<file path="src/rtl/twd_pkg.sv">
// Shared constants, types and helpers of the shift-add twiddle rotator.
// Assumes a 16-point twiddle set: angles are in units of 2*pi/16 and the
// folded magnitude index m selects cos(m*pi/8), m = 0..4.
package twd_pkg;

    // Fraction bits of the shift-add products (largest right shift used)
    localparam int FRAC  = 14;
    // Magnitude indices 0..4: 1, cos(pi/8), cos(pi/4), cos(3pi/8), 0
    localparam int NMAG  = 5;
    // Shift-add networks for the three non-trivial magnitudes
    localparam int NNET  = 3;
    localparam int NTERM = 6;

    // Right-shift amount of each term, one row per network (index m-1)
    localparam int TERM_SHIFT [NNET][NTERM] = '{
        '{0, 4, 7, 8, 9, 14},   // 0.92389 = 1-2^-4-2^-7-2^-8-2^-9+2^-14
        '{1, 3, 4, 6, 8, 14},   // 0.70709
        '{2, 3, 7, 13, 0, 0}    // 0.38269 = 2^-2+2^-3+2^-7-2^-13
    };
    // Sign of each term: +1 add, -1 subtract, 0 unused
    localparam int TERM_SIGN [NNET][NTERM] = '{
        '{1, -1, -1, -1, -1, 1},
        '{1,  1,  1,  1,  1, 1},
        '{1,  1,  1, -1,  0, 0}
    };

    // Magnitude index plus sign of one coefficient
    typedef struct packed {
        logic [2:0] mag;
        logic       neg;
    } coef_sel_t;

    // Fold a 16-point angle onto the first quadrant: cos(a*2pi/16) = +/-cos(mag*pi/8)
    function automatic coef_sel_t fold_angle(input logic [3:0] a);
        coef_sel_t s;
        if (a <= 4'd4) begin
            s.mag = a[2:0];
            s.neg = 1'b0;
        end else if (a <= 4'd8) begin
            s.mag = 3'(4'd8 - a);
            s.neg = 1'b1;
        end else if (a <= 4'd12) begin
            s.mag = 3'(a - 4'd8);
            s.neg = 1'b1;
        end else begin
            s.mag = 3'(5'd16 - {1'b0, a});
            s.neg = 1'b0;
        end
        return s;
    endfunction

endpackage

</file>
<file path="src/rtl/twd_seq_ctrl.sv">
// Cycle controller: tracks the position of each valid sample in the frame
// and produces the twiddle exponent (row * column) for the sample now on
// the input. Assumes PTS and RDX are powers of two with PTS = RDX*RDX.
module twd_seq_ctrl #(
    parameter int PTS = 16,
    parameter int RDX = 4
) (
    input  logic                         clk,
    input  logic                         rst_n,
    input  logic                         frame_start,
    input  logic                         in_valid,
    output logic [2*$clog2(RDX)-1:0]     exp_o
);
    localparam int IDXW = $clog2(PTS);
    localparam int CW   = $clog2(RDX);
    localparam int RW   = IDXW - CW;
    localparam int EXW  = 2 * CW;

    logic [IDXW-1:0] cnt_q;
    logic [IDXW-1:0] idx_cur;
    logic [RW-1:0]   row;
    logic [CW-1:0]   col;

    assign idx_cur = frame_start ? '0 : cnt_q;
    assign row     = idx_cur[IDXW-1:CW];
    assign col     = idx_cur[CW-1:0];

    // Position counter: advances on valid samples, restarts on frame_start
    always_ff @(posedge clk) begin
        if (!rst_n) begin
            cnt_q <= '0;
        end else if (in_valid) begin
            cnt_q <= IDXW'(idx_cur + 1'b1);
        end else if (frame_start) begin
            cnt_q <= '0;
        end
    end

    // Exponent = row * column, built by shift-and-add over the column bits
    always_comb begin
        exp_o = '0;
        for (int b = 0; b < CW; b++) begin
            if (col[b]) begin
                exp_o = EXW'(exp_o + (EXW'(row) << b));
            end
        end
    end

endmodule

</file>
<file path="src/rtl/twd_shiftadd_bank.sv">
// Constant-coefficient bank: forms x times each cosine magnitude as a fixed
// sum of shifted copies of x, scaled by 2^FRAC. Slot 0 is x*1 and the last
// slot is zero. The same bank feeds both the cosine and sine selectors.
module twd_shiftadd_bank
    import twd_pkg::*;
#(
    parameter int DW = 16
) (
    input  logic signed [DW-1:0]                    x,
    output logic [NMAG-1:0][DW+FRAC:0]              prod
);
    localparam int PW = DW + FRAC + 1;

    logic signed [PW-1:0] xe;

    assign xe      = PW'(x);
    assign prod[0] = xe <<< FRAC;
    assign prod[NMAG-1] = '0;

    for (genvar g = 0; g < NNET; g++) begin : g_net
        logic signed [PW-1:0] acc;

        // Sum the signed, shifted terms of this constant
        always_comb begin
            acc = '0;
            for (int t = 0; t < NTERM; t++) begin
                if (TERM_SIGN[g][t] > 0) begin
                    acc = acc + (xe <<< (FRAC - TERM_SHIFT[g][t]));
                end else if (TERM_SIGN[g][t] < 0) begin
                    acc = acc - (xe <<< (FRAC - TERM_SHIFT[g][t]));
                end
            end
        end

        assign prod[g+1] = acc;
    end

endmodule

</file>
<file path="src/rtl/twd_coef_select.sv">
// Twiddle selector: picks one magnitude product from a bank and applies
// the coefficient sign by subtraction. Assumes sel.mag < NMAG.
module twd_coef_select
    import twd_pkg::*;
#(
    parameter int PW = 31
) (
    input  logic [NMAG-1:0][PW-1:0]  prod,
    input  coef_sel_t                sel,
    output logic signed [PW-1:0]     y
);
    logic signed [PW-1:0] mag_v;

    // Magnitude multiplexer over the bank slots
    always_comb begin
        mag_v = '0;
        for (int m = 0; m < NMAG; m++) begin
            if (sel.mag == 3'(m)) begin
                mag_v = $signed(prod[m]);
            end
        end
    end

    assign y = sel.neg ? -mag_v : mag_v;

endmodule

</file>
<file path="src/rtl/twd_round_sat.sv">
// Rounds a sum scaled by 2^FRAC to integer (half up) and clamps it to a
// DW-bit two's complement range. Assumes AW leaves headroom for the
// rounding constant.
module twd_round_sat #(
    parameter int DW   = 16,
    parameter int AW   = 32,
    parameter int FRAC = 14
) (
    input  logic signed [AW-1:0] acc,
    output logic signed [DW-1:0] y
);
    localparam logic signed [AW-1:0] HALF = AW'(64'sd1 <<< (FRAC - 1));
    localparam logic signed [AW-1:0] MAXV = AW'((64'sd1 <<< (DW - 1)) - 64'sd1);
    localparam logic signed [AW-1:0] MINV = -MAXV - AW'(1);

    logic signed [AW-1:0] rnd;

    assign rnd = (acc + HALF) >>> FRAC;

    // Clamp the rounded value into the output range
    always_comb begin
        if (rnd > MAXV) begin
            y = MAXV[DW-1:0];
        end else if (rnd < MINV) begin
            y = MINV[DW-1:0];
        end else begin
            y = rnd[DW-1:0];
        end
    end

endmodule

</file>
<file path="src/rtl/twd_shiftadd_mult.sv">
// Multiplier-free twiddle rotator for a 16-point radix-4 stage.
// Stage 1 registers the sample with the folded cosine/sine selections for
// its exponent. Stage 2 forms the shift-add products, combines them, then
// rounds and saturates into the output registers. Latency: two cycles.
// Assumes the default 16-point frame; the constant set is fixed to it.
module twd_shiftadd_mult
    import twd_pkg::*;
#(
    parameter int DW  = 16,
    parameter int PTS = 16,
    parameter int RDX = 4
) (
    input  logic                 clk,
    input  logic                 rst_n,
    input  logic                 frame_start,
    input  logic                 in_valid,
    input  logic signed [DW-1:0] in_re,
    input  logic signed [DW-1:0] in_im,
    output logic                 out_valid,
    output logic signed [DW-1:0] out_re,
    output logic signed [DW-1:0] out_im
);
    localparam int EXW = 2 * $clog2(RDX);
    localparam int PW  = DW + FRAC + 1;
    localparam int AW  = PW + 1;

    logic [EXW-1:0]       cur_exp;
    coef_sel_t            cos_sel_d, sin_sel_d;

    logic                 s1_valid;
    logic signed [DW-1:0] s1_re, s1_im;
    coef_sel_t            s1_cos, s1_sin;

    logic [NMAG-1:0][PW-1:0] bank_re, bank_im;
    logic signed [PW-1:0]    re_cos, re_sin, im_cos, im_sin;
    logic signed [AW-1:0]    acc_re, acc_im;
    logic signed [DW-1:0]    rs_re, rs_im;

    twd_seq_ctrl #(
        .PTS (PTS),
        .RDX (RDX)
    ) u_seq (
        .clk         (clk),
        .rst_n       (rst_n),
        .frame_start (frame_start),
        .in_valid    (in_valid),
        .exp_o       (cur_exp)
    );

    // Cosine uses the angle, sine uses its complement (4 - a)
    assign cos_sel_d = fold_angle(4'(cur_exp));
    assign sin_sel_d = fold_angle(4'(4'd4 - 4'(cur_exp)));

    // Stage 1: capture the sample and its coefficient selections
    always_ff @(posedge clk) begin
        if (!rst_n) begin
            s1_valid <= 1'b0;
            s1_re    <= '0;
            s1_im    <= '0;
            s1_cos   <= '0;
            s1_sin   <= '0;
        end else begin
            s1_valid <= in_valid;
            if (in_valid) begin
                s1_re  <= in_re;
                s1_im  <= in_im;
                s1_cos <= cos_sel_d;
                s1_sin <= sin_sel_d;
            end
        end
    end

    twd_shiftadd_bank #(.DW(DW)) u_bank_re (.x(s1_re), .prod(bank_re));
    twd_shiftadd_bank #(.DW(DW)) u_bank_im (.x(s1_im), .prod(bank_im));

    twd_coef_select #(.PW(PW)) u_sel_re_cos (.prod(bank_re), .sel(s1_cos), .y(re_cos));
    twd_coef_select #(.PW(PW)) u_sel_re_sin (.prod(bank_re), .sel(s1_sin), .y(re_sin));
    twd_coef_select #(.PW(PW)) u_sel_im_cos (.prod(bank_im), .sel(s1_cos), .y(im_cos));
    twd_coef_select #(.PW(PW)) u_sel_im_sin (.prod(bank_im), .sel(s1_sin), .y(im_sin));

    assign acc_re = AW'(re_cos) + AW'(im_sin);
    assign acc_im = AW'(im_cos) - AW'(re_sin);

    twd_round_sat #(.DW(DW), .AW(AW), .FRAC(FRAC)) u_rs_re (.acc(acc_re), .y(rs_re));
    twd_round_sat #(.DW(DW), .AW(AW), .FRAC(FRAC)) u_rs_im (.acc(acc_im), .y(rs_im));

    // Stage 2: output registers, loaded only for valid samples
    always_ff @(posedge clk) begin
        if (!rst_n) begin
            out_valid <= 1'b0;
            out_re    <= '0;
            out_im    <= '0;
        end else begin
            out_valid <= s1_valid;
            if (s1_valid) begin
                out_re <= rs_re;
                out_im <= rs_im;
            end
        end
    end

endmodule

</file>
<file path="config.mk">
export PLATFORM = sky130hd
export DESIGN_NAME = twd_shiftadd_mult
export DESIGN_NICKNAME = d
export VERILOG_FILES = /design/src/rtl/twd_pkg.sv /design/src/rtl/twd_seq_ctrl.sv /design/src/rtl/twd_shiftadd_bank.sv /design/src/rtl/twd_coef_select.sv /design/src/rtl/twd_round_sat.sv /design/src/rtl/twd_shiftadd_mult.sv
export SDC_FILE = /design/constraint.sdc
export NUM_CORES = 1
export LEC_CHECK = 0
export ABC_AREA = 1
export BUFFER_PORTS_ARGS = -buffer_cell sky130_fd_sc_hd__buf_2
export CAP_MARGIN = 25
export CORE_ASPECT_RATIO = 1.2
export CORE_MARGIN = 3
export CORE_UTILIZATION = 45
export DETAILED_ROUTE_END_ITERATION = 6
export HOLD_SLACK_MARGIN = 0.05
export SKIP_LAST_GASP = 1
export SYNTH_ARGS = -nofsm -noshare
export SYNTH_HDL_FRONTEND = slang
export SYNTH_SLANG_ARGS = --single-unit
</file>
<file path="constraint.sdc">
create_clock -name clk -period 11.6 [get_ports clk]
set_input_delay 1.16 -clock clk [delete_from_list [all_inputs] [get_ports clk]]
set_output_delay 1.16 -clock clk [all_outputs]
set_load 0.005 [all_outputs]
</file>
Word level (Yosys, flattened, before mapping). Index checks and enable logic that the tools add are counted. Widths: inputs -> output; s select.

Output and inout port bits: 33. Input bits: 36. Word-level logic and storage cells: 112. Register bits: 78.

Reduce and logical (&&, ||, !) cells: 2. Mux-type cells: 38. $lt $le $gt $ge: 10. $add $sub $neg: 43. Equality and inequality tests: 8.

Operators with widths (count): $mux 31 (24); $add 31x16->31 (4); $neg 31->31 (4); $add 32x15->32 const B (2); $mux 16 (4); $add 30x26->31 (2); $add 31x22->31 (2); $add 31x24->31 (2); $sub 30x17->31 (2); $sub 30x26->31 (2); $sub 31x21->31 (2); $sub 31x22->31 (2); $sub 31x23->31 (2); $add 29x23->30 (2); $add 29x27->30 (2); $add 28x27->29 (2); $gt 18x16->1 const B (2); $lt 18x16->1 const B (2); $mux 4 (9); $add 31x31->32 (1); $sub 31x31->32 (1); $le 4x4->1 const B (4); $eq 3x2->1 const B (4); $sub 1x3->3 const A (4); other kinds (9) (14).

Longest topological paths before layout.
Depth in word-level cells: 16. Gate-level depth with buffers: 46. Mapped depth without buffers: 45.

Cells and area by module. Synthesis repeated with hierarchy kept, for this count alone.

Cell total of the unflattened synthesis: 7321. Area, all modules: 42249.3 um^2.

Modules (own cells, without submodules): twd_coef_select (area an instance 3159.3 um^2, cells each 634, sequential area each 0.0 um^2, instances 4); twd_shiftadd_bank at u_bank_im (area an instance 10433.8 um^2, cells each 1577, sequential area each 0.0 um^2, instances 1); twd_shiftadd_bank at u_bank_re (area an instance 10257.3 um^2, cells each 1566, sequential area each 0.0 um^2, instances 1); twd_shiftadd_mult (area an instance 7447.1 um^2, cells each 1364, sequential area each 1461.4 um^2, instances 1); twd_round_sat (area an instance 600.6 um^2, cells each 118, sequential area each 0.0 um^2, instances 2); twd_seq_ctrl (area an instance 272.8 um^2, cells each 42, sequential area each 80.1 um^2, instances 1).

Least setup slack after synthesis. No wires, ideal clock.

Kind: register to register. Start: reg s1_re[15]. End: reg out_im[5]. Arrival: 7.952 ns. Library setup time: 0.119 ns. Stages on the path, launching flop included: 34. Clock period less this slack: 8.071 ns. Required time: 11.481 ns. Slack: 3.529 ns. Cell sequence: dfxtp_1 -> clkinv_1 -> fa_1 -> fa_1 -> fa_1 -> inv_1 -> ha_1 -> nand2_1 -> nor2_1 -> nand3_1 -> nand3_1 -> nand2_1 -> nand2_1 -> o21ai_0 -> o21ai_0 -> nand2_1 -> nor2_1 -> nand2_1 -> nand2_2 -> nand3b_1 -> nand2_1 -> inv_1 -> ha_1 -> ha_1 -> inv_1 -> nor3_1 -> nor3b_1 -> nand3_1 -> nand2_1 -> xor2_1 -> nand3_1 -> a21oi_4 -> buf_4 -> a21oi_1.

Cells in the longest elaborated chain, start to end: 16.

Ends and longest elaborated chain: start: declaration (line twd_shiftadd_mult.sv:31) `logic signed [DW-1:0] s1_re, s1_im;`; start signal: assignment (line twd_shiftadd_mult.sv:65) `s1_re <= in_re;`; $sub 30x26->31 (line twd_shiftadd_bank.sv:30) `acc = acc - (xe <<< (FRAC - TERM_SHIFT[g][t]));`; $sub 31x23->31 (line twd_shiftadd_bank.sv:30); $sub 31x22->31 (line twd_shiftadd_bank.sv:30); $sub 31x21->31 (line twd_shiftadd_bank.sv:30); $add 31x16->31 (line twd_shiftadd_bank.sv:28) `acc = acc + (xe <<< (FRAC - TERM_SHIFT[g][t]));`; $mux 31 (2 in series) (line twd_coef_select.sv:18) `if (sel.mag == 3'(m)) begin`; $mux 31 (*) (2 in series) (line twd_coef_select.sv:18); $neg 31->31 (line twd_coef_select.sv:24) `assign y = sel.neg ? -mag_v : mag_v;`; $mux 31 (*) (line twd_coef_select.sv:24); $sub 31x31->32 (*) (line twd_shiftadd_mult.sv:82) `assign acc_im = AW'(im_cos) - AW'(re_sin);`; $add 32x15->32 (*) (line twd_round_sat.sv:18) `assign rnd = (acc + HALF) >>> FRAC;`; $lt 18x16->1 (line twd_round_sat.sv:24) `end else if (rnd < MINV) begin`; $mux 16 (line twd_round_sat.sv:24); $mux 16 (*) (line twd_round_sat.sv:22) `if (rnd > MAXV) begin`; end signal: assignment (line twd_shiftadd_mult.sv:97) `out_im <= rs_im;`; end: declaration (line twd_shiftadd_mult.sv:21) `output logic signed [DW-1:0] out_im`.

Every way passes the cells marked *; elsewhere a longest branch is shown, timed or not. A chain may end at the register's enable or synchronous reset.

Final worst setup path.
Start: reg s1_re[15]. End: reg out_re[6].

Cells in the longest elaborated chain, start to end: 16.

Ends and longest elaborated chain: $sub 30x26->31 (line twd_shiftadd_bank.sv:30); $sub 31x23->31 (line twd_shiftadd_bank.sv:30); $sub 31x22->31 (line twd_shiftadd_bank.sv:30); $sub 31x21->31 (line twd_shiftadd_bank.sv:30); $add 31x16->31 (line twd_shiftadd_bank.sv:28); $mux 31 (2 in series) (line twd_coef_select.sv:18); $mux 31 (*) (2 in series) (line twd_coef_select.sv:18); $neg 31->31 (line twd_coef_select.sv:24); $mux 31 (*) (line twd_coef_select.sv:24); $add 31x31->32 (*) (line twd_shiftadd_mult.sv:81) `assign acc_re = AW'(re_cos) + AW'(im_sin);`; $add 32x15->32 (*) (line twd_round_sat.sv:18); $lt 18x16->1 (line twd_round_sat.sv:24); $mux 16 (line twd_round_sat.sv:24); $mux 16 (*) (line twd_round_sat.sv:22); end signal: assignment (line twd_shiftadd_mult.sv:96) `out_re <= rs_re;`; end: declaration (line twd_shiftadd_mult.sv:20) `output logic signed [DW-1:0] out_re,`.

Marks and branches as above.

==> results.json <==
{
  "num_rows": 106,
  "clkTransAtPathRegs_ps": 90,
  "synth_most_common_cell": "nand2_1",
  "cts-root-buf": "clkbuf_16",
  "totalWireLength_um": 126000,
  "synth_seq_area_share_pct": 4.86,
  "htree_levels": 3,
  "setup-tns-final_ps": 0,
  "crit_buf_inv": 4,
  "relSlewSlack_pct": 28.7,
  "final-hold-violation-count": 0,
  "final-setup-viol-count": 0,
  "synth_area_leader_cell": "nand2_1",
  "synth_nets": 5810,
  "holdCritPathClass": "reg -> reg",
  "fin_crit_ps": 9260,
  "internal-power_mw": 1.69,
  "insertion_delay_ps": 410,
  "gp_congestion": 1.04,
  "tightest_slew_ps": 1070,
  "powerDensity_nw_per_um2": 138,
  "cts_resized": 0,
  "syn2layout_area_growth_pct": 5.47,
  "cp-end-kind": "flip-flop",
  "ctsLongestPathBuffers": 2,
  "netlist_area_um2": 31700,
  "num-nets-final": 5845,
  "die-area_um2": 73700,
  "ys_seq_elements": 77,
  "hpwl_um": 104000,
  "worstPathMaxFanout": 47,
  "cts_buffers": 9,
  "grt_overflow_total": 0,
  "worstPathRequired_ps": 11850,
  "cpMostUsedCell": "nand2_1",
  "netlist_instances": 5098,
  "rsz0062_at_grt": "no",
  "cp-start-kind": "flip-flop",
  "max_freq_mhz": 108,
  "detail_route.wl_per_cell_um": 20.9,
  "drt_iter0_drc": 3012,
  "netlist_top_cells_count": "1483 x nand2_1, 927 x inv_1, 400 x ha_1",
  "via_per_inst": 5.52,
  "instances_no_fill": 6056,
  "cts_tree": "built",
  "cts_setup_buffers": 0,
  "place_inst": 6039,
  "drtPass1Iterations": 6,
  "ios": 69,
  "slowest_stage": "clkinv_1",
  "max_stage_delay_ps": 940,
  "die_w_um": 248,
  "antenna_found_initial": 2,
  "dr_total_vias": 33400,
  "drv_cap": 0,
  "drive_above_1_share_pct": 4.07,
  "start_util_pct": 45.4,
  "grt_pass1_wl_um": 193000,
  "power_leakage_nw": 18.4,
  "power_frac_comb_pct": 86.3,
  "p_sw_mw": 2.93,
  "async_flop_share_pct": 0,
  "worst_path_dominant_cell_family": "adder cells",
  "portBuffers": 68,
  "ir_drop_v": 0.0000901,
  "seq_power_share_pct": 6.8,
  "fp.coreArea_um2": 69800,
  "whs_ps": 483,
  "synth_cell_types": 58,
  "pwr-share-clk_pct": 6.9,
  "ant_nets": 0,
  "synth_area_leaders": "nand2_1 18%, fa_1 17%, ha_1 16%",
  "drc": 0,
  "cts_hold_buf": 0,
  "switching_share_pct": 63.4,
  "drv_slew": 0,
  "synth_warnings": 0,
  "grt_pass1_vias": 32200,
  "synth_top_area_share_pct": 17.6,
  "grt_usage_pct": 34.4,
  "grt_max_degree": 64,
  "post-route-period-util_pct": 79.8,
  "status": "finished, final reports clean",
  "avgSynthCellArea_um2": 6.22,
  "die_h_um": 297,
  "synthFlopType": "dfxtp_1",
  "skew_ps": 23.2,
  "synth_edf_count": 0,
  "cts_sinks": 77,
  "cp.arrival_ps": 9500,
  "diodes": 0,
  "crit_type": "reg -> reg"
}
metal layers:
metal  vias to the layer above  track usage [%]  wire length (um)
li1                      16200                -                 -
met1                     15600             45.6             53700
met2                      1277             55.4             56600
met3                       289             5.96              9870
met4                         4             13.9              6210
met5                         -                0                29
cells by family (layout without fill, tap and decap cells):
family / count (synthesis) / after routing / synth area share, %
compound gates: 651 / 651 / 11.2
xor+xnor: 170 / 170 / 4.70
fa+ha+maj: 676 / 676 / 33.2
buf+inv: 1030 / 1070 / 12.6
flops: 77 / 77 / 4.86
simple gates: 2494 / 2494 / 33.5
power by group through the flow:
| stage | Combinational (mW) | Sequential, mW | Clock [mW] |
|---|---|---|---|
| after global placement | 3.86 | 0.318 | 0 |
| after floorplan | 2.78 | 0.319 | 0 |
| final | 3.98 | 0.313 | 0.318 |
| after global routing | 4.49 | 0.315 | 0.327 |
| after CTS | 3.90 | 0.312 | 0.325 |
| after detailed placement | 3.87 | 0.319 | 0 |
through the flow:
stage,instance area [um2],util (%),setup slack [ps],power [mW]
5_1_grt,33400,47.9,1630,5.13
3_3_place_gp,33100,47.4,2550,4.18
3_5_place_dp,33100,47.5,2410,4.19
2_1_floorplan,31700,-,3530,3.10
6_report,33400,47.9,2340,4.62
4_1_cts,33400,47.9,2360,4.53
registers in the layout, indices dropped and copies added (netlist names):
name,count
s1_re,16
s1_cos,4
u_seq.cnt_q,4
out_re,16
s1_sin,3
out_im,16
s1_im,16
s1_valid,1
out_valid,1
tightest hold or removal path, stage by stage (launching register included):
cell      delay, ps
dfxtp_1         330
o211ai_1         80
inv_1            50
cell usage in the layout, fill, tap and decap left out, types with 68 or more instances in the layout:
| cell type | synthesis | routed |
|---|---|---|
| dfxtp_1 | 77 | 74 |
| a21oi_1 | 275 | 275 |
| nand2_1 | 1483 | 1482 |
| nand4_1 | 111 | 111 |
| inv_1 | 927 | 927 |
| ha_1 | 400 | 400 |
| o21ai_0 | 252 | 252 |
| buf_2 | 22 | 68 |
| nand3_1 | 398 | 398 |
| fa_1 | 276 | 276 |
| nor2_1 | 345 | 344 |
| xor2_1 | 105 | 105 |
final cells by class:
cell class / instances / area (um2)
clock buffer: 9 / 225
fill: 7644 / 36300
inverter: 943 / 3550
sequential: 77 / 1550
clock inverter: 7 / 56.3
tap: 918 / 1150
multi-input combinational: 3991 / 26200
timing repair buffer: 111 / 731
worst paths after layout:
check | from | endpoint | slack [ps] | depth (start not counted)
setup / recovery | s1_re[15]$_SDFFE_PN0P_ | out_re[6]$_SDFFE_PN0P_ | 2340 | 35
hold / removal | out_im[15]$_SDFFE_PN0P_ | out_im[15]$_SDFFE_PN0P_ | 480 | 2
setup reg to reg | s1_re[15]$_SDFFE_PN0P_ | out_re[6]$_SDFFE_PN0P_ | 2340 | 35
hold reg to reg | out_im[15]$_SDFFE_PN0P_ | out_im[15]$_SDFFE_PN0P_ | 480 | 2
No activity file was read; power rests on OpenSTA's default activity.
